--- src/rtl/lcv_pkg.sv ---
package lcv_pkg;
   typedef enum logic [1:0] {
      RULE_AMI   = 2'd0,
      RULE_HDB3  = 2'd1,
      RULE_RELAX = 2'd2
   } lcv_rule_e;

   localparam int unsigned EV_NUM = 4;
   localparam int unsigned EV_LCV = 3;
   localparam int unsigned EV_LOS = 2;
   localparam int unsigned EV_SIG = 1;
   localparam int unsigned EV_Z4  = 0;
endpackage

--- src/rtl/lcv_space_run.sv ---
module lcv_space_run #(
   parameter int unsigned ZERO_RUN   = 4,
   parameter int unsigned LOS_SPACES = 32,
   localparam int unsigned CNT_W     = $clog2(LOS_SPACES + 1)
) (
   input  logic             clk,
   input  logic             rst_n,
   input  logic             take,
   input  logic             is_mark,
   output logic [CNT_W-1:0] run_len,
   output logic             z4_ev,
   output logic             los_q,
   output logic             los_chg
);
   localparam logic [CNT_W-1:0] CNT_MAX = CNT_W'(LOS_SPACES);
   localparam logic [CNT_W-1:0] Z_HIT   = CNT_W'(ZERO_RUN - 1);

   if (LOS_SPACES <= ZERO_RUN) begin : g_bad_cfg
      $error("lcv_space_run: LOS_SPACES must exceed ZERO_RUN");
   end

   logic [CNT_W-1:0] cnt_d;
   logic             los_d;
   logic             is_space;

   assign is_space = take && !is_mark;

   always_comb begin
      cnt_d = run_len;
      los_d = los_q;
      if (take) begin
         if (is_mark) begin
            cnt_d = '0;
            los_d = 1'b0;
         end else begin
            if (run_len != CNT_MAX) cnt_d = run_len + 1'b1;
            if (cnt_d == CNT_MAX) los_d = 1'b1;
         end
      end
   end

   assign z4_ev   = is_space && (run_len == Z_HIT);
   assign los_chg = los_d != los_q;

   always_ff @(posedge clk) begin
      if (!rst_n) begin
         run_len <= '0;
         los_q   <= 1'b0;
      end else begin
         run_len <= cnt_d;
         los_q   <= los_d;
      end
   end

   assert_cnt_bound_R8: assert property (@(posedge clk) disable iff (!rst_n)
      run_len <= CNT_MAX);
   assert_los_means_run_R8: assert property (@(posedge clk) disable iff (!rst_n)
      los_q |-> (run_len == CNT_MAX));
   assert_mark_drops_los_R8: assert property (@(posedge clk) disable iff (!rst_n)
      (take && is_mark) |=> !los_q);
endmodule

--- src/rtl/lcv_polarity_track.sv ---
module lcv_polarity_track
   import lcv_pkg::*;
(
   input  logic      clk,
   input  logic      rst_n,
   input  logic      take,
   input  logic      is_mark,
   input  logic      mark_pos,
   input  logic      gap_ok,
   input  lcv_rule_e rule,
   output logic      lcv_ev,
   output logic      sig_ev
);
   logic have_mark, last_pos;
   logic have_bpv, bpv_pos;
   logic bpv, same_bpv;

   assign bpv      = take && is_mark && have_mark && (mark_pos == last_pos);
   assign same_bpv = have_bpv && (mark_pos == bpv_pos);

   always_comb begin
      lcv_ev = 1'b0;
      unique case (rule)
         RULE_AMI:   lcv_ev = bpv;
         RULE_HDB3:  lcv_ev = bpv && have_bpv && (same_bpv || !gap_ok);
         RULE_RELAX: lcv_ev = bpv && same_bpv;
         default:    lcv_ev = 1'b0;
      endcase
   end

   assign sig_ev = bpv && have_bpv && gap_ok && !same_bpv;

   always_ff @(posedge clk) begin
      if (!rst_n) begin
         have_mark <= 1'b0;
         last_pos  <= 1'b0;
         have_bpv  <= 1'b0;
         bpv_pos   <= 1'b0;
      end else if (take && is_mark) begin
         have_mark <= 1'b1;
         last_pos  <= mark_pos;
         if (bpv) begin
            have_bpv <= 1'b1;
            bpv_pos  <= mark_pos;
         end
      end
   end

   assert_first_mark_quiet_R9: assert property (@(posedge clk) disable iff (!rst_n)
      !have_mark |-> (!lcv_ev && !sig_ev));
   assert_hdb3_exclusive_R6: assert property (@(posedge clk) disable iff (!rst_n)
      (rule == RULE_HDB3) |-> !(lcv_ev && sig_ev));
   assert_idle_no_event_R11: assert property (@(posedge clk) disable iff (!rst_n)
      !take |-> (!lcv_ev && !sig_ev));
endmodule

--- src/rtl/lcv_status_latch.sv ---
module lcv_status_latch #(
   parameter int unsigned NUM_EV = 4
) (
   input  logic              clk,
   input  logic              rst_n,
   input  logic              rd_stb,
   input  logic [NUM_EV-1:0] ev,
   output logic [NUM_EV-1:0] flags
);
   for (genvar i = 0; i < NUM_EV; i++) begin : g_bit
      always_ff @(posedge clk) begin
         if (!rst_n) flags[i] <= 1'b0;
         else        flags[i] <= ev[i] | (flags[i] & ~rd_stb);
      end

      assert_event_sets_R2: assert property (@(posedge clk) disable iff (!rst_n)
         ev[i] |=> flags[i]);
      assert_read_clears_R2: assert property (@(posedge clk) disable iff (!rst_n)
         (rd_stb && !ev[i]) |=> !flags[i]);
      assert_holds_R2: assert property (@(posedge clk) disable iff (!rst_n)
         (flags[i] && !rd_stb) |=> flags[i]);
   end
endmodule

--- src/rtl/lcv_monitor.sv ---
module lcv_monitor
   import lcv_pkg::*;
#(
   parameter int unsigned ZERO_RUN   = 4,
   parameter int unsigned LOS_SPACES = 32,
   parameter int unsigned GAP_SPACES = 2
) (
   input  logic       clk,
   input  logic       rst_n,
   input  logic       sample_en,
   input  logic       rail_pos,
   input  logic       rail_neg,
   input  logic       ami_sel,
   input  logic       relax_sel,
   input  logic       rd_stb,
   output logic [7:0] status
);
   localparam int unsigned CNT_W = $clog2(LOS_SPACES + 1);

   if (GAP_SPACES == 0 || GAP_SPACES >= LOS_SPACES) begin : g_bad_gap
      $error("lcv_monitor: GAP_SPACES out of range");
   end

   logic              is_mark;
   logic [CNT_W-1:0]  run_len;
   logic              gap_ok;
   logic              z4_ev, los_q, los_chg, lcv_ev, sig_ev;
   logic [EV_NUM-1:0] ev, flags;
   lcv_rule_e         rule;

   assign is_mark = rail_pos ^ rail_neg;
   assign gap_ok  = run_len >= CNT_W'(GAP_SPACES);
   assign rule    = ami_sel ? RULE_AMI : (relax_sel ? RULE_RELAX : RULE_HDB3);

   lcv_space_run #(
      .ZERO_RUN  (ZERO_RUN),
      .LOS_SPACES(LOS_SPACES)
   ) u_run (
      .clk    (clk),
      .rst_n  (rst_n),
      .take   (sample_en),
      .is_mark(is_mark),
      .run_len(run_len),
      .z4_ev  (z4_ev),
      .los_q  (los_q),
      .los_chg(los_chg)
   );

   lcv_polarity_track u_pol (
      .clk     (clk),
      .rst_n   (rst_n),
      .take    (sample_en),
      .is_mark (is_mark),
      .mark_pos(rail_pos),
      .gap_ok  (gap_ok),
      .rule    (rule),
      .lcv_ev  (lcv_ev),
      .sig_ev  (sig_ev)
   );

   always_comb begin
      ev         = '0;
      ev[EV_LCV] = lcv_ev;
      ev[EV_LOS] = los_chg;
      ev[EV_SIG] = sig_ev;
      ev[EV_Z4]  = z4_ev;
   end

   lcv_status_latch #(.NUM_EV(EV_NUM)) u_stat (
      .clk   (clk),
      .rst_n (rst_n),
      .rd_stb(rd_stb),
      .ev    (ev),
      .flags (flags)
   );

   assign status = {flags[EV_LCV], flags[EV_LOS], flags[EV_SIG], flags[EV_Z4],
                    3'b000, los_q};

   assert_los_change_flag_R8: assert property (@(posedge clk) disable iff (!rst_n)
      (los_q != $past(los_q)) |-> status[6]);
   assert_level_mirror_R1: assert property (@(posedge clk) disable iff (!rst_n)
      status[0] == los_q);
endmodule

--- config.mk ---
export PLATFORM = sky130hd
export DESIGN_NAME = lcv_monitor
export DESIGN_NICKNAME = d
export VERILOG_FILES = /design/src/rtl/lcv_pkg.sv /design/src/rtl/lcv_space_run.sv /design/src/rtl/lcv_polarity_track.sv /design/src/rtl/lcv_status_latch.sv /design/src/rtl/lcv_monitor.sv
export SDC_FILE = /design/constraint.sdc
export NUM_CORES = 1
export LEC_CHECK = 0
export ABC_AREA = 1
export BUFFER_PORTS_ARGS = -buffer_cell sky130_fd_sc_hd__buf_4
export CAP_MARGIN = 15
export CORE_ASPECT_RATIO = 1.1
export CORE_MARGIN = 3
export CORE_UTILIZATION = 53
export CTS_CLUSTER_DIAMETER = 60
export CTS_CLUSTER_SIZE = 10
export DETAILED_ROUTE_END_ITERATION = 10
export GPL_TIMING_DRIVEN = 1
export PLACE_DENSITY_LB_ADDON = 0.2
export SETUP_SLACK_MARGIN = 0.4
export SYNTH_ARGS = -nofsm -noshare
export SYNTH_HDL_FRONTEND = slang
export SYNTH_SLANG_ARGS = --single-unit
export TNS_END_PERCENT = 1
--- constraint.sdc ---
create_clock -name clk -period 1.8 [get_ports clk]
set_input_delay 0.36 -clock clk [delete_from_list [all_inputs] [get_ports clk]]
set_output_delay 0.36 -clock clk [all_outputs]
set_load 0.02 [all_outputs]
After elaboration in Yosys (flattened, before gate mapping)
Cells that the tools add are included.
- bits in registers: 15
- latch bits: 0
- memory bits (writable): 0
- memory bits (read-only): 0
- bits of input ports: 8
- output and inout port bits: 8
- word-level logic and storage cells: 57
- memories: 0
- add/sub/neg operators: 1
- multipliers: 0
- div/mod/pow operators: 0
- $lt $le $gt $ge: 1
- equal/unequal tests: 8
- shift operators: 0
- muxes and demuxes: 10
- bitwise gates (word level): 10
- reduce and logical (&&, ||, !) cells: 17
- operators by type and width (operator ; number):
    $mux 6 ; 4
    $logic_and 1x1->1 ; 11
    $add 6x1->6 const B ; 1
    $eq 6x2->1 const B ; 1
    $eq 6x6->1 const B ; 1
    $ge 6x2->1 const B ; 1
    $ne 6x6->1 const B ; 1
    $and 1x1->1 ; 4
    $mux 2 ; 2
    $or 1x1->1 ; 4
    $logic_not 1->1 ; 3
    $mux 1 ; 3
    $pmux 1 s3 ; 1
    $eq 1x1->1 ; 2
    $eq 2x1->1 const B ; 1
    $eq 2x2->1 const B ; 1
    $logic_not 2->1 ; 1
    $reduce_and 2->1 ; 1
    $logic_or 1x1->1 ; 1
    $ne 1x1->1 ; 1
    $not 1->1 ; 1
    $xor 1x1->1 ; 1

Depth between registers and ports, before layout
Gate-level depths: netlist of the first run.
- depth in word-level cells: 10
- depth in mapped cells: 10
- depth with buffers taken out: 10

By module
From an unflattened synthesis of the first run, not the netlist that was laid out.
- cells, all modules: 138
- area total of the unflattened synthesis: 897.1 µm²
- by module, submodules not included (module ; times used ; cells each ; area each (µm²) ; seq. area each (µm²)):
    lcv_space_run ; 1 ; 68 ; 452.9 ; 140.1
    lcv_polarity_track ; 1 ; 36 ; 230.2 ; 80.1
    lcv_status_latch ; 1 ; 18 ; 137.6 ; 80.1
    lcv_monitor ; 1 ; 16 ; 76.3 ; 0.0

Worst setup path before layout of the first run
No wires, ideal clock.
- path kind: register to register
- start point: register u_run.run_len[0]
- end point: register u_stat.flags[2]
- setup time: 0.071 ns
- arrival: 1.250 ns
- required time: 1.729 ns
- path slack: 0.479 ns
- cell stages (with the launch flop): 8
- buffers on the path: 0
- period minus slack after synthesis: 1.321 ns
- path through: dfxtp_1 inv_1 ha_1 nor2_1 nand3_1 nor2_1 nand4_1 a21oi_1
- cells in the longest elaborated chain, start to end: 10
- elaborated cells between the ends (all ways): 11
- those cells by class: add/sub: 1; eq/ne: 3; mux: 6; bitwise: 1
- ends and longest elaborated chain (what ; RTL line ; RTL):
    start: declaration ; lcv_space_run.sv:10 ; output logic [CNT_W-1:0] run_len,
    start signal: assignment ; lcv_space_run.sv:50 ; run_len <= cnt_d;
    $add 6x1->6 / $ne 6x6->1 (equally long branches) ; lcv_space_run.sv:36 ; if (run_len != CNT_MAX) cnt_d = run_len + 1'b1;
    $mux 6 (*) ; lcv_space_run.sv:36 ;
    $mux 6 (*) ; lcv_space_run.sv:32 ; if (is_mark) begin
    $mux 6 (*) ; lcv_space_run.sv:31 ; if (take) begin
    $eq 6x6->1 (*) ; lcv_space_run.sv:37 ; if (cnt_d == CNT_MAX) los_d = 1'b1;
    $mux 1 (*) ; lcv_space_run.sv:37 ;
    $mux 1 (*) ; lcv_space_run.sv:32 ;
    $mux 1 (*) ; lcv_space_run.sv:31 ;
    $ne 1x1->1 (*) ; lcv_space_run.sv:43 ; assign los_chg = los_d != los_q;
    $or 1x1->1 (*) ; lcv_status_latch.sv:13 ; else flags[i] <= ev[i] | (flags[i] & ~rd_stb);
    end signal: indexed assignment ; lcv_status_latch.sv:13 ;
    end: declaration ; lcv_status_latch.sv:8 ; output logic [NUM_EV-1:0] flags
Mark *: on every way between the ends. The rest lies on a longest branch, timed or not. The select of a mux whose other input is x is not followed.
A chain may end at the register's enable or synchronous reset.

Worst setup path after layout of the first run
- start point: register u_run.run_len[0]
- end point: register u_run.los_q
- cells in the longest elaborated chain, start to end: 8
- elaborated cells between the ends (all ways): 9
- those cells by class: add/sub: 1; eq/ne: 2; mux: 6
- ends and longest elaborated chain (what ; RTL line ; RTL):
    $add 6x1->6 / $ne 6x6->1 (equally long branches) ; lcv_space_run.sv:36 ;
    $mux 6 (*) ; lcv_space_run.sv:36 ;
    $mux 6 (*) ; lcv_space_run.sv:32 ;
    $mux 6 (*) ; lcv_space_run.sv:31 ;
    $eq 6x6->1 (*) ; lcv_space_run.sv:37 ;
    $mux 1 (*) ; lcv_space_run.sv:37 ;
    $mux 1 (*) ; lcv_space_run.sv:32 ;
    $mux 1 (*) ; lcv_space_run.sv:31 ;
    end signal: assignment ; lcv_space_run.sv:51 ; los_q <= los_d;
    end: declaration ; lcv_space_run.sv:12 ; output logic los_q,
Marks and branches as above.

==> results of run 1 <==
where the power goes:
| part | leakage [nW] | internal [W] | switching (W) | total [W] |
|---|---|---|---|---|
| registers | 0.124 | 0.000339 | 0.00000864 | 0.000348 |
| clock network | 0.0177 | 0.0000828 | 0.000122 | 0.000205 |
| logic | 0.324 | 0.0000357 | 0.0000572 | 0.0000929 |
| total | 0.465 | 0.000457 | 0.000188 | 0.000646 |
metrics by stage:
step,hold slack [ns],instances,total power (W)
6_report,0.317,160,0.000646
2_1_floorplan,0.435,131,0.000411
3_3_place_gp,0.443,153,0.000429
5_1_grt,0.336,160,0.000677
4_1_cts,0.311,157,0.000634
3_5_place_dp,0.452,153,0.000431
registers in the layout, summed over array words and instances, names as in the netlist:
register and cells:
u_pol.last_pos 1, u_pol.bpv_pos 1, u_pol.have_mark 1, u_run.run_len 6, u_pol.have_bpv 1, u_stat.flags 4, u_run.los_q 1
area by class of cell:
type / count / area, sq um / share of cell area
sequential: 15 / 310 / 0.290
inverter: 20 / 80.1 / 0.0749
clock inverter: 1 / 5.00 / 0.00468
multi-input combinational: 90 / 518 / 0.485
timing repair buffer: 15 / 113 / 0.105
clock buffer: 3 / 22.5 / 0.0211
tap: 16 / 20.0 / 0.0187
kinds of logic after synthesis:
group,share of synthesized area
buf+inv,0.138
flops,0.344
xor+xnor,0.0100
simple gates,0.336
other cells,0.00430
compound gates,0.125
fa+ha+maj,0.0430
worst paths after layout:
path,from,end,cells past startpoint
min,rst_n,u_pol.last_pos$_SDFFE_PN0N_,3
max,u_run.run_len[0]$_SDFFE_PN0P_,u_run.los_q$_SDFF_PN0_,10
min reg2reg,u_pol.last_pos$_SDFFE_PN0N_,u_pol.last_pos$_SDFFE_PN0N_,2
max reg2reg,u_run.run_len[0]$_SDFFE_PN0P_,u_run.los_q$_SDFF_PN0_,10
repair_timing:
| item | CTS | global route |
|---|---|---|
| setup endpoints to repair | 2 | 3 |
| gates resized for setup | 6 | 17 |
| hold buffers | 0 | 0 |
| gates cloned | 0 | 0 |
| setup buffers | 0 | 3 |
| pin swaps | 1 | 7 |
cells in the final DEF (no fill, tap or decap), types with 3 or more instances in the layout:
| cell type | n |
|---|---|
| clkbuf_4 | 3 |
| nand4_1 | 4 |
| conb_1 | 3 |
| nand2_1 | 27 |
| a21oi_1 | 12 |
| nand2_2 | 4 |
| nor2_1 | 8 |
| nor2_2 | 3 |
| dfxtp_1 | 11 |
| inv_1 | 16 |
| o21ai_0 | 3 |
| buf_4 | 15 |
| nand3_1 | 10 |
worst max-delay path, cell delays in order (launching register included):
cell	delay, ns
dfxtp_4	0.39
inv_4	0.08
ha_4	0.12
nand2_2	0.05
inv_2	0.08
nand3_4	0.08
nand2_2	0.08
nand3_2	0.08
nor2_2	0.14
a21oi_1	0.08
nor3_1	0.17
per-layer routing:
| metal | share of wire | vias to the layer above |
|---|---|---|
| met2 | 0.51 | 20 |
| met4 | 0.022 | 0 |
| met5 | 0 | - |
| met3 | 0.029 | 5 |
| li1 | - | 435 |
| met1 | 0.44 | 401 |
==> out/qor.csv, run 1 <==
stage,metric,value,unit
run_status,status,"complete, no violations",
finish,Final Util,0.735,
setup_path,critical path endpoint category,register,
floorplanning,number of top-level pins,16,
route,via density per instance,5.38,
grt,via count of the first global-routing pass,707,
synth,count of flip-flops with a built-in enable after synthesis,0,
grt,met1 GRT Util,0.219,
setup_path,arrival time reported for the critical path endpoint,1.64,ns
route,# DRC,0,
floorplanning,Die Area,0.00217,sq mm
route,Total Routed Length,1.90,mm
setup_path,type of the worst setup path,register to register,
floorplanning,floorplan row count,14,
floorplanning,initial standard-cell utilization of the core,0.600,
finish,area growth from synthesis to final layout,22.5,%
route,starting DRC count in detailed routing,21,
placement,DP Worst Slack,0.308,ns
synth,number of distinct library cell variants in the gate-level netlist after synthesis,25,
sta,final count of hold timing violations,0,
synth,"count leader, synth",nand2_1,
synth,top post-synthesis cells by count,"nand2_1 (30), inv_1 (19), dfxtp_1 (15), a21oi_1 (13), nand3_1 (12)",
pwr,Power Dens Cells,604,mW/mm^2
min_path,Worst Hold Class,input pin to register,
clocking,buffer depth of the longest clock path,2,
grt,largest net degree at the start of global routing,14,
clocking,number of buffers created by CTS,3,
route,post-detailed-route count of antenna-violating nets,0,
synth,cell types with the largest area share after synthesis,"dfxtp_1 (34%), nand2_1 (13%), inv_1 (8.2%)",
synth,sequential fraction of the synthesis area,0.344,
sta,"crit path setup slack, layout",0.371,ns
synth,post-synthesis cell count,129,
finish,Inserted Diodes,0,
synth,Syn. warnings,0,
job,number of max-capacitance violations reported,0,
sta,final slew viol count,0,
grt,Global Route met2 Usage,0.278,
synth,"FF+latch count, synth",15,
clocking,number of levels the H-tree was split into,1,
setup_path,Crit path required time,2.01,ns
synth,cell taking the most area after synthesis,dfxtp_1,
synth,predominant post-synthesis flop cell,dfxtp_1,
sta,Max Freq,700,MHz
setup_path,Critical Path Start Type,register,
grt,most utilized layer in the global route result,met2,
grt,global-route usage over all layers,0.180,
clocking,clock network latency to the later pin of the worst-skew pair,0.30,ns
sta,fraction of the cycle the final worst path needs,0.794,
clocking,clock tree from TritonCTS,yes,
placement,number of buffer cells added on primary ports,12,
route,post-DR wirelength/cell,11.9,microns
synth,Async SR Flop Fraction,0,
finish,net count of the finished layout,156,
sta,clock tree skew after final layout,0.0157,ns
placement,placed cell areas,945,sq um
setup_path,worst-path maximum fanout,6,
grt,global-route track usage on met3,0.0370,
route,drt pass-1 iters,4,
finish,Filler cells,114,
clocking,Clk Tree Root Cell,clkbuf_4,
pwr,peak supply drop,0.562,mV
route,detailed-route via count,861,
finish,Layout Cell Area excl Fill,0.00107,sq mm
synth,Synth Cell Area,872,sq um
floorplanning,vertical die dimension,48.5,microns
grt,aggregate global routing overflow,0,
placement,hpwl dp,1.31,mm
setup_path,R2R setup slack,0.37,ns
sta,minimum period implied by the final worst setup slack,1.43,ns
clocking,count of clock tree sinks,15,
floorplanning,chip width,44.7,microns
sta,unrepaired setup endpoints after global routing,yes,
synth,top-area cell type share of the netlist area,0.344,
sta,Setup-failing EPs final,0,
placement,Routability Congestion,0.935,
pwr,reported leakage power,0.465,nW
sta,Post-Route Setup TNS,0,ns
grt,global-route wire length before repair,2.96,mm
finish,share of layout cells above drive strength 1,0.299,
clocking,"Clk pin slew, worst setup/hold paths",0.11,ns
synth,Post-Syn Area per Cell,6.76,sq um
grt,initial antenna violation count,0,
floorplanning,total core area,0.00145,sq mm
No activity file was read; power rests on OpenSTA's default activity.
==> run 2: changes to the inputs <==
Clock period 1.8 ns to 1.4 ns, I/O delays scaled along.
==> run 2 against run 1 <==
Compared with the run above:
- the flow now finishes with violations (negative setup slack)
- first-iteration DRC count increased by 33%
- non-clock buffer count increased by 5
- clock power increased by 25%
- flip-flop and latch count unchanged
- combinational power increased by 49%
- power increased by 30%
- design area increased by 6.1%
==> out/qor.csv, run 2 (synthesized netlist as in run 1, its figures left out) <==
stage,metric,value,unit,change
clocking,clock tree from TritonCTS,yes,,
pwr,reported leakage power,0.490,nW,+5.3%
floorplanning,vertical die dimension,48.5,microns,unchanged
finish,top register by number of flip-flops,u_run.run_len,,
setup_path,Critical Path Most Common Cell,nand2_2,,
sta,fraction of the cycle the final worst path needs,1.02,,+0.228
finish,share of layout cells above drive strength 1,0.342,,+0.0437
clocking,number of levels the H-tree was split into,1,,unchanged
floorplanning,Die Area,0.00217,sq mm,unchanged
floorplanning,floorplan row count,14,,unchanged
route,drt pass-1 iters,4,,unchanged
run_status,violated checks,negative setup slack,,
sta,Setup-failing EPs final,2,,+2
pwr,Design Power,0.000840,W,+30%
route,Total Routed Length,2.11,mm,+11%
setup_path,crit path max-delay cell type,dfxtp_4,,
sta,clock tree skew after final layout,0.000822,ns,-0.0149 ns
grt,largest net degree at the start of global routing,11,,-3
clocking,number of buffers created by CTS,3,,unchanged
placement,number of buffer cells added on primary ports,12,,unchanged
finish,area growth from synthesis to final layout,30.0,%,
clocking,clock network latency to the later pin of the worst-skew pair,0.29,ns,about the same
finish,number of flip-flops under the largest register name,6,,unchanged
sta,Max Freq,699,MHz,about the same
setup_path,Critical Path Start Type,register,,
finish,biggest registers after layout,"u_run.run_len x6, u_stat.flags x4",,
route,detailed-route via count,897,,+4.2%
finish,flip-flop and latch area,314,sq um,+1.2%
placement,hpwl dp,1.30,mm,-0.79%
grt,aggregate global routing overflow,0,,unchanged
floorplanning,chip width,44.7,microns,unchanged
placement,Routability Congestion,0.910,,-2.7%
finish,multi-input combinational cell area,528,sq um,+1.9%
min_path,Worst Hold Class,input pin to register,,
pwr,Power Dens Cells,741,mW/mm^2,+23%
floorplanning,initial standard-cell utilization of the core,0.600,,unchanged
route,post-DR wirelength/cell,12.8,microns,+7.5%
setup_path,biggest cell delay along the critical path,0.38,ns,about the same
sta,"crit path setup slack, layout",-0.0297,ns,-0.401 ns
setup_path,critical path endpoint category,register,,
finish,Inserted Diodes,0,,unchanged
sta,unrepaired setup endpoints after global routing,yes,,
grt,initial antenna violation count,0,,unchanged
route,post-detailed-route count of antenna-violating nets,0,,unchanged
setup_path,arrival time reported for the critical path endpoint,1.65,ns,about the same
setup_path,Crit path required time,1.62,ns,-0.39 ns
sta,final slew viol count,0,,unchanged
route,via density per instance,5.44,,+1.0%
sta,Post-Route Setup TNS,-0.0354,ns,-0.0354 ns
clocking,buffer depth of the longest clock path,2,,unchanged
pwr,peak supply drop,0.674,mV,+20%
clocking,"Clk pin slew, worst setup/hold paths",0.09,ns,-0.02 ns
finish,"most common cell after layout, fill and taps aside",nand2_1,,
setup_path,ordered list of cells on the worst path,inv_4 -> ha_4 -> nand2_2 -> inv_2 -> nand3_4 -> nand2_2 -> nand3_2 -> nor2_4 -> nand4_1 -> a21oi_1,,
setup_path,number of buffers and inverters on the critical path,2,,unchanged
setup_path,worst-path maximum fanout,4,,-2
clocking,count of clock tree sinks,15,,unchanged
sta,final count of hold timing violations,0,,unchanged
route,starting DRC count in detailed routing,28,,+33%
floorplanning,total core area,0.00145,sq mm,unchanged
finish,net count of the finished layout,161,,+3.2%
finish,Filler cells,102,,-11%
grt,global-route usage over all layers,0.188,,+0.00733
setup_path,Worst path top cell family by delay,simple AND/OR/NAND/NOR gates,,
job,number of max-capacitance violations reported,0,,unchanged
route,# DRC,0,,unchanged
setup_path,type of the worst setup path,register to register,,
sta,minimum period implied by the final worst setup slack,1.43,ns,+0.00106 ns
run_status,status,finished with violations,,
clocking,Clk Tree Root Cell,clkbuf_4,,
grt,via count of the first global-routing pass,759,,+7.4%
grt,global-route wire length before repair,3.06,mm,+3.5%
floorplanning,number of top-level pins,16,,unchanged
finish,highest-count cells in the layout ignoring fill and taps,"nand2_1 (28), inv_1 (16), buf_4 (16), a21oi_1 (12), nand3_1 (10)",,
-- run 2: final cells by class --
| cell class | count | area share |
|---|---|---|
| multi-input cells | 90 | 0.466 |
| flip-flops and latches | 15 | 0.277 |
| repair buffers | 20 | 0.146 |
| inverters | 20 | 0.0706 |
| clock buffers | 4 | 0.0232 |
| well taps | 16 | 0.0177 |
-- run 2: worst paths after layout --
| path | startpoint | endpoint | slack (ns) | cells past startpoint |
|---|---|---|---|---|
| hold / removal | rst_n | u_pol.last_pos$_SDFFE_PN0N_ | 0.25 | 3 |
| setup reg to reg | u_run.run_len[1]$_SDFFE_PN0P_ | u_stat.flags[2]$_SDFF_PN0_ | -0.03 | 10 |
| setup / recovery | u_run.run_len[1]$_SDFFE_PN0P_ | u_stat.flags[2]$_SDFF_PN0_ | -0.03 | 10 |
| hold reg to reg | u_pol.last_pos$_SDFFE_PN0N_ | u_pol.last_pos$_SDFFE_PN0N_ | 0.46 | 2 |
-- run 2: tightest hold or removal path, cell delays in order --
cell     delay [ns]
buf_4          0.11
o21ai_0        0.06
a21oi_1        0.04
-- run 2: per-layer routing --
layer	part of all wire	routed length [microns]	GRT usage	vias up
met3	0.064	134	0.0444	6
met1	0.40	846	0.235	404
li1	-	-	-	446
met2	0.51	1080	0.306	41
met4	0.020	42	0.0603	0
met5	0	0	0	-
-- run 2: where the power goes --
| part | internal [W] | total (W) | switching, W |
|---|---|---|---|
| Sequential | 0.000436 | 0.000446 | 0.0000105 |
| Combinational | 0.0000567 | 0.000138 | 0.0000816 |
| Clock | 0.000111 | 0.000256 | 0.000145 |
| Total | 0.000603 | 0.000840 | 0.000237 |
-- run 2: what timing repair did --
action                                  in CTS  in global routing
hold endpoints to repair                     0                  0
resized for setup                            6                 23
pin swaps                                    4                 13
buffers inserted                             5                  2
endpoints found under the setup margin      17                 17
hold buffers                                 0                  0
-- run 2: through the flow --
step / util / hold slack (ns) / setup WS (ns) / std cells / instance area [sq um]
finish: 0.780 / 0.250 / -0.0297 / 165 / 1130
global route: 0.780 / 0.255 / -0.126 / 165 / 1130
CTS: 0.711 / 0.241 / 0.0168 / 163 / 1030
detailed placement: 0.660 / 0.449 / 0.00935 / 154 / 960
global placement: 0.660 / 0.443 / 0.00937 / 154 / 960
floorplan: - / 0.418 / 0.175 / 131 / 887
==> run 3: changes to the inputs <==
Settings changed: REMOVE_ABC_BUFFERS set to 1.
==> run 3 against run 2 <==
Compared with the run above:
- the run now ends clean
- clock power about the same
- global-route usage increased by 0.44 points
- via count is 1.7% lower
- worst hold slack got worse by 0.0072 ns
- cell count fell by 1.2%
- design area fell by 1.1%
- combinational power decreased by 4%
==> out/qor.csv, run 3 (synthesized netlist as in run 1, its figures left out) <==
stage,metric,value,unit,change
setup_path,biggest cell delay along the critical path,0.38,ns,about the same
placement,placed cell areas,960,sq um,unchanged
setup_path,type of the worst setup path,register to register,,
clocking,count of clock tree sinks,15,,unchanged
route,via density per instance,5.41,,-0.47%
route,# DRC,0,,unchanged
finish,biggest registers after layout,"u_run.run_len x6, u_stat.flags x4",,
sta,final count of hold timing violations,0,,unchanged
setup_path,crit path max-delay cell type,dfxtp_4,,
sta,Setup-failing EPs final,0,,-2
setup_path,ordered list of cells on the worst path,ha_4 -> nand2_1 -> inv_1 -> nor2_1 -> nand2_1 -> nand3_2 -> nor2_4 -> a21oi_1 -> nor3_1,,
route,detailed-route via count,882,,-1.7%
finish,number of flip-flops under the largest register name,6,,unchanged
job,number of max-capacitance violations reported,0,,unchanged
grt,aggregate global routing overflow,0,,unchanged
pwr,total internal power,0.000595,W,-1.3%
clocking,clock tree from TritonCTS,yes,,
floorplanning,floorplan row count,14,,unchanged
finish,highest-count cells in the layout ignoring fill and taps,"nand2_1 (27), buf_4 (17), inv_1 (14), a21oi_1 (12), dfxtp_1 (10)",,
sta,minimum period implied by the final worst setup slack,1.33,ns,-0.0955 ns
floorplanning,Die Area,0.00217,sq mm,unchanged
route,post-DR wirelength/cell,12.5,microns,-1.9%
grt,via count of the first global-routing pass,772,,+1.7%
placement,Placed Cells incl. Taps,155,,+0.65%
placement,number of buffer cells added on primary ports,12,,unchanged
min_path,worst min-delay path endpoint,u_pol.bpv_pos$_SDFFE_PN0P_,,
route,drt pass-1 iters,4,,unchanged
pwr,sequential share of power,0.534,,+0.003
setup_path,Critical Path Most Common Cell,nand2_1,,
floorplanning,initial standard-cell utilization of the core,0.600,,unchanged
setup_path,R2R setup slack,0.07,ns,+0.10 ns
clocking,buffer depth of the longest clock path,2,,unchanged
finish,Layout Cells excl Fill,163,,-1.2%
sta,final slew viol count,0,,unchanged
clocking,clock network latency to the later pin of the worst-skew pair,0.29,ns,about the same
floorplanning,vertical die dimension,48.5,microns,unchanged
pwr,reported leakage power,0.481,nW,-1.8%
sta,unrepaired setup endpoints after global routing,yes,,
grt,global-route wire length before repair,3.24,mm,+5.6%
grt,initial antenna violation count,0,,unchanged
pwr,peak supply drop,0.502,mV,-25%
finish,"most common cell after layout, fill and taps aside",nand2_1,,
finish,Inserted Diodes,0,,unchanged
pwr,clock share of power,0.306,,about the same
clocking,"Clk pin slew, worst setup/hold paths",0.10,ns,about the same
floorplanning,total core area,0.00145,sq mm,unchanged
grt,global-route usage over all layers,0.192,,+0.00440
setup_path,startpoint of the most critical register-to-register path,u_run.run_len[1]$_SDFFE_PN0P_,,
clocking,Clk Tree Root Cell,clkbuf_4,,
route,post-detailed-route count of antenna-violating nets,0,,unchanged
sta,smallest hold slack,0.243,ns,-0.00717 ns
pwr,power share of the combinational group,0.159,,-0.006
sta,clock tree skew after final layout,0.00490,ns,+0.00408 ns
setup_path,Critical Path Start Type,register,,
clocking,number of buffers created by CTS,3,,unchanged
placement,Routability Congestion,0.844,,-7.2%
pwr,sw frac,0.286,,+0.00417
setup_path,Crit path required time,1.57,ns,-0.05 ns
grt,largest net degree at the start of global routing,14,,+3
placement,hpwl dp,1.32,mm,+1.5%
setup_path,end of the worst register-to-register path,u_run.los_q$_SDFF_PN0_,,
finish,share of layout cells above drive strength 1,0.354,,+0.0115
min_path,hold wc startpoint,rst_n,,
setup_path,critical path endpoint category,register,,
floorplanning,number of top-level pins,16,,unchanged
finish,Layout Cell Area excl Fill,0.00112,sq mm,-1.1%
floorplanning,chip width,44.7,microns,unchanged
sta,fraction of the cycle the final worst path needs,0.953,,-0.0682
setup_path,arrival time reported for the critical path endpoint,1.50,ns,-0.15 ns
setup_path,worst-path maximum fanout,5,,+1
route,starting DRC count in detailed routing,25,,-11%
finish,net count of the finished layout,159,,-1.2%
min_path,Worst Hold Class,input pin to register,,
min_path,worst hold path depth,3,,unchanged
pwr,switching power,0.000239,W,+0.73%
clocking,hold buffer count at cts,0,,unchanged
clocking,number of levels the H-tree was split into,1,,unchanged
route,Total Routed Length,2.04,mm,-3.1%
setup_path,Reg2Reg Depth,9,,-1
finish,area growth from synthesis to final layout,28.6,%,
sta,"crit path setup slack, layout",0.0658,ns,+0.0955 ns
sta,Max Freq,750,MHz,+7.2%
finish,top register by number of flip-flops,u_run.run_len,,
pwr,Power Dens Cells,744,mW/mm^2,+0.37%
placement,DP Worst Slack,-0.0147,ns,-0.0240 ns
run_status,status,"complete, no violations",,
==> run 3: worst max-delay path by stage <==
stage,depth (start not counted),start,slack [ns],end
global placement,7,u_run.run_len[0]$_SDFFE_PN0P_,-0.001,u_stat.flags[2]$_SDFF_PN0_
finish,9,u_run.run_len[1]$_SDFFE_PN0P_,0.07,u_run.los_q$_SDFF_PN0_
floorplan,7,u_run.run_len[0]$_SDFFE_PN0P_,0.08,u_stat.flags[2]$_SDFF_PN0_
global route,10,u_run.run_len[1]$_SDFFE_PN0P_,-0.03,u_stat.flags[2]$_SDFF_PN0_
detailed placement,7,u_run.run_len[0]$_SDFFE_PN0P_,-0.01,u_stat.flags[2]$_SDFF_PN0_
CTS,10,u_run.run_len[1]$_SDFFE_PN0P_,0.08,u_stat.flags[2]$_SDFF_PN0_
==> run 3: per-stage QoR <==
step / TNS [ns] / power [W] / util
floorplan: 0 / 0.000521 / -
global placement: -0.00143 / 0.000556 / 0.660
detailed placement: -0.0147 / 0.000560 / 0.660
CTS: 0 / 0.000824 / 0.738
global route: -0.0475 / 0.000877 / 0.771
finish: 0 / 0.000834 / 0.771
==> run 3: critical path, delay by kind of cell (launching register included) <==
family                     cells  cell delay, ns
AOI/OAI and AO/OA              1            0.12
adders and majority gates      1            0.18
buffers and inverters          1            0.04
DFF                            1            0.38
and+or+nand+nor                6            0.49
==> run 3: metal layers <==
layer	GRT usage	routed length, microns	share of wire	vias up
met5	0	0	0	-
met4	0.0452	36	0.018	0
met3	0.0333	134	0.066	9
met2	0.316	1000	0.49	40
met1	0.253	867	0.42	391
li1	-	-	-	442
==> run 3: timing repair <==
action	CTS	global route
buffers inserted	4	0
pin swaps	5	8
hold endpoints to repair	0	0
endpoints found under the setup margin	17	17
resized for setup	19	14
==> run 3: power by group through the flow <==
stage | clock network [W] | registers (W) | logic [W]
final | 0.000255 | 0.000446 | 0.000133
after global routing | 0.000282 | 0.000448 | 0.000147
after CTS | 0.000256 | 0.000445 | 0.000123
after detailed placement | 0 | 0.000455 | 0.000105
after global placement | 0 | 0.000454 | 0.000102
after floorplan | 0 | 0.000454 | 0.0000674
==> run 3: cell type report <==
class / instances / area (sq um)
fillers: 101 / 333
repair buffers: 18 / 139
flip-flops and latches: 15 / 312
multi-input cells: 90 / 543
well taps: 16 / 20.0
clock buffers: 3 / 22.5
inverters: 20 / 80.1
clock inverters: 1 / 5.00
